### src/rtl/edo_pkg.sv
package edo_pkg;
    localparam int NUM_STB = 5;
    localparam int STB_RAS = 0;
    localparam int STB_CAS = 1;
    localparam int STB_CS  = 2;
    localparam int STB_OE  = 3;
    localparam int STB_WE  = 4;
endpackage

### src/rtl/edo_strobe_edge.sv
module edo_strobe_edge #(
    parameter int N = 5
) (
    input  logic         clk,
    input  logic         rst_n,
    input  logic [N-1:0] raw,
    output logic [N-1:0] fall,
    output logic [N-1:0] rise
);
    logic [N-1:0] prev_d, prev_q;

    always_comb begin
        prev_d = raw;
    end

    always_ff @(posedge clk or negedge rst_n) begin
        if (!rst_n) prev_q <= '1;
        else        prev_q <= prev_d;
    end

    // one detector per strobe, each comparing against its last sample
    for (genvar i = 0; i < N; i++) begin : g_det
        assign fall[i] = prev_q[i] & ~raw[i];
        assign rise[i] = ~prev_q[i] & raw[i];
    end
endmodule

### src/rtl/edo_cell_array.sv
module edo_cell_array #(
    parameter int DW = 8,
    parameter int IW = 6
) (
    input  logic          clk,
    input  logic          rst_n,
    input  logic          wr_en,
    input  logic [IW-1:0] idx,
    input  logic [DW-1:0] wr_data,
    output logic [DW-1:0] rd_data
);
    localparam int DEPTH = 1 << IW;

    logic [DW-1:0] mem_d [DEPTH];
    logic [DW-1:0] mem_q [DEPTH];

    always_comb begin
        mem_d = mem_q;
        if (wr_en) mem_d[idx] = wr_data;
    end

    always_ff @(posedge clk or negedge rst_n) begin
        if (!rst_n) begin
            for (int k = 0; k < DEPTH; k++) mem_q[k] <= '0;
        end else begin
            mem_q <= mem_d;
        end
    end

    assign rd_data = mem_q[idx];
endmodule

### src/rtl/edo_out_stage.sv
module edo_out_stage #(
    parameter int DW    = 8,
    parameter int ROW_W = 3,
    parameter int COL_W = 3,
    parameter int AW    = (ROW_W > COL_W) ? ROW_W : COL_W
) (
    input  logic          clk,
    input  logic          rst_n,
    input  logic          ras_n,
    input  logic          cas_n,
    input  logic          cs_n,
    input  logic          oe_n,
    input  logic          we_n,
    input  logic [AW-1:0] addr,
    input  logic [DW-1:0] din,
    output logic [DW-1:0] dout,
    output logic          dout_oe
);
    import edo_pkg::*;

    localparam int IW = ROW_W + COL_W;

    typedef struct packed {
        logic [ROW_W-1:0] row;
        logic             row_open;
        logic [DW-1:0]    data;
        logic             en;
    } stage_t;

    stage_t st_d, st_q;

    logic [NUM_STB-1:0] raw, fall, rise;
    logic               ctl_chg, access, wr_en;
    logic [IW-1:0]      idx;
    logic [DW-1:0]      rd_data;

    always_comb begin
        raw          = '1;
        raw[STB_RAS] = ras_n;
        raw[STB_CAS] = cas_n;
        raw[STB_CS]  = cs_n;
        raw[STB_OE]  = oe_n;
        raw[STB_WE]  = we_n;
    end

    edo_strobe_edge #(.N(NUM_STB)) u_edge (
        .clk  (clk),
        .rst_n(rst_n),
        .raw  (raw),
        .fall (fall),
        .rise (rise)
    );

    assign ctl_chg = fall[STB_CS] | rise[STB_CS] | fall[STB_OE] | rise[STB_OE]
                   | fall[STB_WE] | rise[STB_WE];
    assign access  = fall[STB_CAS] & st_q.row_open & ~ras_n & ~cs_n;
    assign wr_en   = access & ~we_n;
    assign idx     = {st_q.row, addr[COL_W-1:0]};

    edo_cell_array #(.DW(DW), .IW(IW)) u_cells (
        .clk    (clk),
        .rst_n  (rst_n),
        .wr_en  (wr_en),
        .idx    (idx),
        .wr_data(din),
        .rd_data(rd_data)
    );

    always_comb begin
        st_d = st_q;
        if (rise[STB_RAS]) begin
            st_d.row_open = 1'b0;
            st_d.en       = 1'b0;
        end else if (fall[STB_RAS] && !cs_n) begin
            st_d.row      = addr[ROW_W-1:0];
            st_d.row_open = 1'b1;
        end
        if (ctl_chg) st_d.en = 1'b0;
        if (access) begin
            if (!we_n) begin
                st_d.en = 1'b0;
            end else if (!ctl_chg) begin
                st_d.data = rd_data;
                st_d.en   = ~oe_n;
            end
        end
    end

    always_ff @(posedge clk or negedge rst_n) begin
        if (!rst_n) st_q <= '0;
        else        st_q <= st_d;
    end

    assign dout    = st_q.en ? st_q.data : '0;
    assign dout_oe = st_q.en;
endmodule

### config.mk
export PLATFORM = sky130hd
export DESIGN_NAME = edo_out_stage
export DESIGN_NICKNAME = d
export VERILOG_FILES = /design/src/rtl/edo_pkg.sv /design/src/rtl/edo_strobe_edge.sv /design/src/rtl/edo_cell_array.sv /design/src/rtl/edo_out_stage.sv
export SDC_FILE = /design/constraint.sdc
export NUM_CORES = 1
export LEC_CHECK = 0
export ABC_AREA = 1
export BUFFER_PORTS_ARGS = -buffer_cell sky130_fd_sc_hd__buf_4
export CAP_MARGIN = 15
export CORE_MARGIN = 1.5
export CORE_UTILIZATION = 35
export CTS_BUF_LIST = sky130_fd_sc_hd__clkbuf_2
export CTS_CLUSTER_DIAMETER = 150
export CTS_CLUSTER_SIZE = 28
export DETAILED_ROUTE_END_ITERATION = 8
export PLACE_DENSITY = 0.49
export SYNTH_ARGS = -nofsm -noshare
export SYNTH_HDL_FRONTEND = slang
export SYNTH_SLANG_ARGS = --single-unit
### constraint.sdc
create_clock -name clk -period 2.1 [get_ports clk]
set_input_delay 0.315 -clock clk [delete_from_list [all_inputs] [get_ports clk]]
set_output_delay 0.315 -clock clk [all_outputs]
set_load 0.05 [all_outputs]
* Yosys cells after proc, flatten, opt, wreduce, memory -nomap -nowiden *
Cells that the tools add are included.

operators by class
  order comparisons = 2
  multiplexer cells = 14
  reductions and logical operators = 6
  bitwise operators = 30

operator list
  cell                                                        number
  bitwise mux 512 bit                                         1
  binary-select mux 8 bit (select 6 bit)                      1
  demux 8 bit (select 6 bit)                                  1
  two-way mux 8 bit                                           4
  AND 1 bit                                                   13
  inverter 1 bit                                              11
  >= comparator 7 bit, second input constant                  1
  less-than comparator 7 x 1 -> 1 bit, second input constant  1
  two-way mux 1 bit                                           7
  inverter 6 -> 7 bit                                         1
  OR 1 bit                                                    5
  AND reduction 3 bit                                         1
  logical AND 1 bit                                           2
  AND reduction 2 bit                                         1
  nonzero test 2 bit                                          1
  zero test 1 bit                                             1

storage, ports and cells
  input bits = 18
  bits in registers = 530
  logic and storage cells = 121
  output and inout bits = 9

* Longest topological paths before layout *
  word-level depth = 11
  mapped depth = 14
  mapped depth without buffers = 10

* Modules after synthesis *
From an unflattened synthesis, not the netlist that was laid out.

second synthesis, totals
  cells, all modules = 3,427
  area total of the unflattened synthesis = 25,071.5 µm²

modules (own cells, without submodules)
  module           area an instance (µm²)  cells an instance  seq. area each (µm²)  instances
  edo_cell_array   24,210.7                3,317              12,812.3              1
  edo_out_stage    654.4                   85                 325.3                 1
  edo_strobe_edge  206.4                   25                 131.4                 1

* Worst setup path after synthesis *
Ideal clock, no wire load.

  path type = input to register
  start = input port addr[0]
  end = register st_q[1] in the netlist's numbering
  stages = 13
  required time = 1,987 ps
  setup slack = 116 ps
  library setup time = 113 ps
  arrival = 1,872 ps
  buffers on the path = 4
  cells stage by stage = buf_2 -> buf_2 -> clkbuf_1 -> clkbuf_1 -> nand2_1 -> nand3_1 -> nand2_1 -> o21ai_0 -> nand2_1 -> nor2_1 -> nand3_1 -> nand2_1 -> inv_1

on the way
  longest elaborated chain between the ends = 4

RTL lines
  what                                                   line                  RTL
  start: declaration                                     edo_out_stage.sv:14   input logic [AW-1:0] addr,
  inverter 6 -> 7 bit (implied by the code)              edo_cell_array.sv:30  assign rd_data = mem_q[idx];
  binary-select mux 8 bit (select 6 bit)                 edo_cell_array.sv:30
  two-way mux 8 bit (implied by the code) (2 in series)  edo_cell_array.sv:30
  end signal: assignment                                 edo_out_stage.sv:91   else st_q <= st_d;
  end: declaration                                       edo_out_stage.sv:30   stage_t st_d, st_q;

Every way passes these cells. The select of a mux whose other input is x is not followed.
A chain may end at the register's enable or synchronous reset.

* Worst setup path after layout *
  start = register st_q[2] in the netlist's numbering
  end = output port dout[1]

on the way
  longest elaborated chain between the ends = 1

RTL lines
  what               line                 RTL
  two-way mux 8 bit  edo_out_stage.sv:94  assign dout = st_q.en ? st_q.data : '0;
  end: declaration   edo_out_stage.sv:16  output logic [DW-1:0] dout,

Every way passes these cells.

==> impl_metrics.yaml <==
outcome:
  violations: "negative setup slack"
  status: "finished with violations"
synth:
  yosysWarnings: 0
  synth.avg_cell_area_um2: 7.64
  ys_ff_latch: 530
  ys_types: 23
  netlist_instances: 3271
  syn-num-nets: 3289
  syn-cell-area_um2: 25000
  synth.yosys.seq_area_share_pct: 53.1
worst_setup_path:
  arrival_ns: 2.15
  path_buf_inv: 2
  rr_worst_depth: 11
  cp_top_family: "flip-flops"
  r2r-end: "u_cells.mem_q[57]"
  start_kind: "register"
  end_kind: "output pin"
  critPathKind: "reg2out"
  r2r_slack_ns: -0.05
  r2r-start: "u_edge.prev_q[1]"
  cp_max_fo: 2
  crit_chain: "nand2_1 -> inv_1 -> buf_6"
  slowest_delay_ns: 0.56
  worst_path_max_delay_cell: "dfrtp_1"
  required_ns: 1.78
floorplanning:
  die_h_um: 270
  dieWidth_um: 270
  start_util_pct: 35.5
  io_pins: 27
  dieArea_um2: 73000
  core_um2: 70400
  rows: 97
power:
  switching_share_pct: 29.0
  p_int_uw: 11400
  power_uw: 16100
  power.share.sequential_pct: 65.2
  p_comb_share_pct: 12.9
  p_clk_share_pct: 21.8
  peakVddDrop_v: 0.000295
  leakage_uw: 0.0146
  power.switching_uw: 4660
  power_density_nw_per_um2: 523
route:
  post-route-drc-count: 0
  drt_pass1_iterations: 6
  detail-route-antenna-nets: 0
  route.vias.total: 21322
  drt_wl_total_um: 79300
  viasPerCell: 4.91
  wire_per_inst_um: 18.3
  first_iter_violations: 1924
finish:
  drive_gt1_share_pct: 18.8
  areaGrowthSynthToFinish_pct: 23.1
  fill_cells: 7026
  seqCellArea_um2: 13300
  finalNetCount: 3411
  finalNonFillerCells: 4343
  multiInputGateArea_um2: 10800
place:
  dp_cells: 4231
  post-dp-hpwl_um: 48900
  finalWeightedCongestion: 0.810
  port_buffers: 26
sta:
  finalCritPeriodShare_pct: 117
  slew_violations: 0
  fmaxAchievable_mhz: 406
  worst_pin_slew_ns: 0.610
  slew_headroom_pct: 59.4
  setup_violations: 50
  hold_violations: 0
  setup_ws_ns: -0.364
  finalClockSkew_ns: 0.124
  whs_ns: 0.117
  rsz0062_at_grt: "yes"
  period_needed_ns: 2.46
global_route:
  antenna_found_initial: 3
  grt_pass1_vias: 19975
  grt_pass1_wl_um: 119000
  grt.overflow.total: 0
  grt_max_degree: 91
  grt_use_total_pct: 20.8
min_path:
  hp-start: "din[2]"
  hold_class: "in2reg"
  hold_depth: 5
  min_to: "u_cells.mem_q[122]"
clocking:
  clockRootBuffer: "clkbuf_2"
  cts_made_buffers: 22
  cts_buffer_depth: 3
  cts_tree: "yes"
  cts_max_level: 1
  clk_pin_slew_ns: 0.58
  clock-sinks: 530
  worstSkewPairLatency_ns: 1.27
flow_run:
  max-cap-violations: 0
## synthesized netlist by cell type
library cell / count / area share, %
nand2_1: 1124 / 17
o21ai_0: 579 / 12
dfrtp_1: 525 / 53
inv_1: 389 / 5.8
clkbuf_1: 183 / 2.7
nand3_1: 157 / 3.1
nor2_1: 151 / 2.3
o211ai_1: 69 / 2.1
or2_2: 33 / 0.83
buf_2: 15 / 0.30
clkinv_1: 9 / 0.14
nor3_1: 9 / 0.18
buf_1: 6 / 0.090
nor4_4: 6 / 0.51
dfstp_2: 5 / 0.53
nand3b_1: 2 / 0.060
nor3_2: 2 / 0.080
xnor2_1: 2 / 0.070
a21oi_1: 1 / 0.020
nand2_2: 1 / 0.025
nor2_2: 1 / 0.025
o22ai_1: 1 / 0.025
xor2_1: 1 / 0.035
## cell type report
cell class	count	share of cell area, %
Antenna cell	2	0.0163
Clock buffer	31	0.504
Clock inverter	1	0.0122
Inverter	398	4.88
Multi-Input combinational cell	2141	35.1
Sequential cell	530	43.1
Tap cell	940	3.82
Timing Repair Buffer	300	12.6
## layout by cell type, fill, tap and decap left out, types with 2 or more instances in the layout
master,Yosys,layout
nand2_1,1124,945
dfrtp_1,525,522
inv_1,389,382
o21ai_0,579,321
o21ai_1,0,168
nand3_1,157,157
nor2_1,151,148
nand2_2,1,114
buf_4,0,106
o21ai_2,0,90
buf_12,0,78
o211ai_1,69,69
buf_6,0,51
nand2_4,0,50
or2_2,33,33
clkbuf_2,0,31
dlygate4sd3_1,0,31
buf_8,0,21
nand2_8,0,18
inv_2,0,13
clkbuf_16,0,12
nor3_1,9,8
nor4_4,6,6
dfstp_2,5,5
nor2_4,0,4
dfrtp_2,0,3
diode_2,0,2
nand3b_1,2,2
xnor2_1,2,2
nor3_4,0,2
clkinv_1,9,2
## per-layer routing
metal | vias to the layer above | share of wire, % | GRT usage (%)
met3 | 94 | 4.1 | 1.88
met4 | 2 | 2.5 | 4.84
met5 | - | 0.016 | 0
met1 | 10333 | 47 | 30.1
li1 | 10470 | - | -
met2 | 423 | 47 | 33.5
## worst register-to-register path, stage by stage, from the launching register on
cell       delay [ns]
dfstp_2          0.63
nand3b_1         0.12
nor2_4           0.16
nand2_2          0.09
buf_12           0.15
nor4_4           0.30
buf_4            0.19
buf_12           0.13
nand2_8          0.07
clkbuf_16        0.18
nand2_4          0.05
o21ai_1          0.06
## timing repair
action / CTS / global route
hold buffers: 33 / 0
resized for setup: 25 / 735
pin swaps: 2 / 15
endpoints found under the setup margin: 9 / 530
gates cloned: 0 / 32
hold endpoints to repair: 1060 / 0
setup buffers: 3 / 15
## how the worst max path moves through the flow
stage / startpoint / end / cells after the start
floorplan: addr[0] / st_q[1] / 13
global placement: addr[1] / st_q[2] / 12
detailed placement: addr[1] / st_q[1] / 13
CTS: st_q[2] / dout[1] / 3
global route: st_q[2] / dout[1] / 3
finish: st_q[2] / dout[1] / 3
## logic make-up (layout without fill, tap and decap cells)
kind of cell	Yosys count	in the layout	share of synthesized area, %
other cells	0	2	0
compound gates	650	650	13.7
buf+inv	602	730	9.11
flops	530	530	53.1
xor+xnor	3	3	0.105
simple gates	1486	1488	24.0
## power groups by stage
stage	clock, µW	combinational [µW]	sequential, µW
6_report	3510	2080	10500
5_1_grt	4050	2280	10500
4_1_cts	3730	1960	10500
3_5_place_dp	0	1900	10600
3_3_place_gp	0	1900	10600
2_1_floorplan	0	865	10600
## sequential cells by signal, summed over array words and instances (netlist names)
register       count
st_q               9
u_edge.prev_q      5
dout_oe            1
idx                3
u_cells.mem_q    512
## through the flow
| step | setup TNS [ns] | instance area (µm²) | utilization [%] | setup WS, ns |
|---|---|---|---|---|
| 6_report | -3.37 | 30800 | 43.7 | -0.364 |
| 5_1_grt | -18.82 | 30800 | 43.7 | -0.483 |
| 4_1_cts | -147.78 | 28600 | 40.7 | -0.462 |
| 3_5_place_dp | -17.40 | 28000 | 39.8 | -0.255 |
| 3_3_place_gp | -6.35 | 28000 | 39.8 | -0.318 |
| 2_1_floorplan | 0 | 25000 | - | 0.116 |
Power figures use the tool's default switching activity.
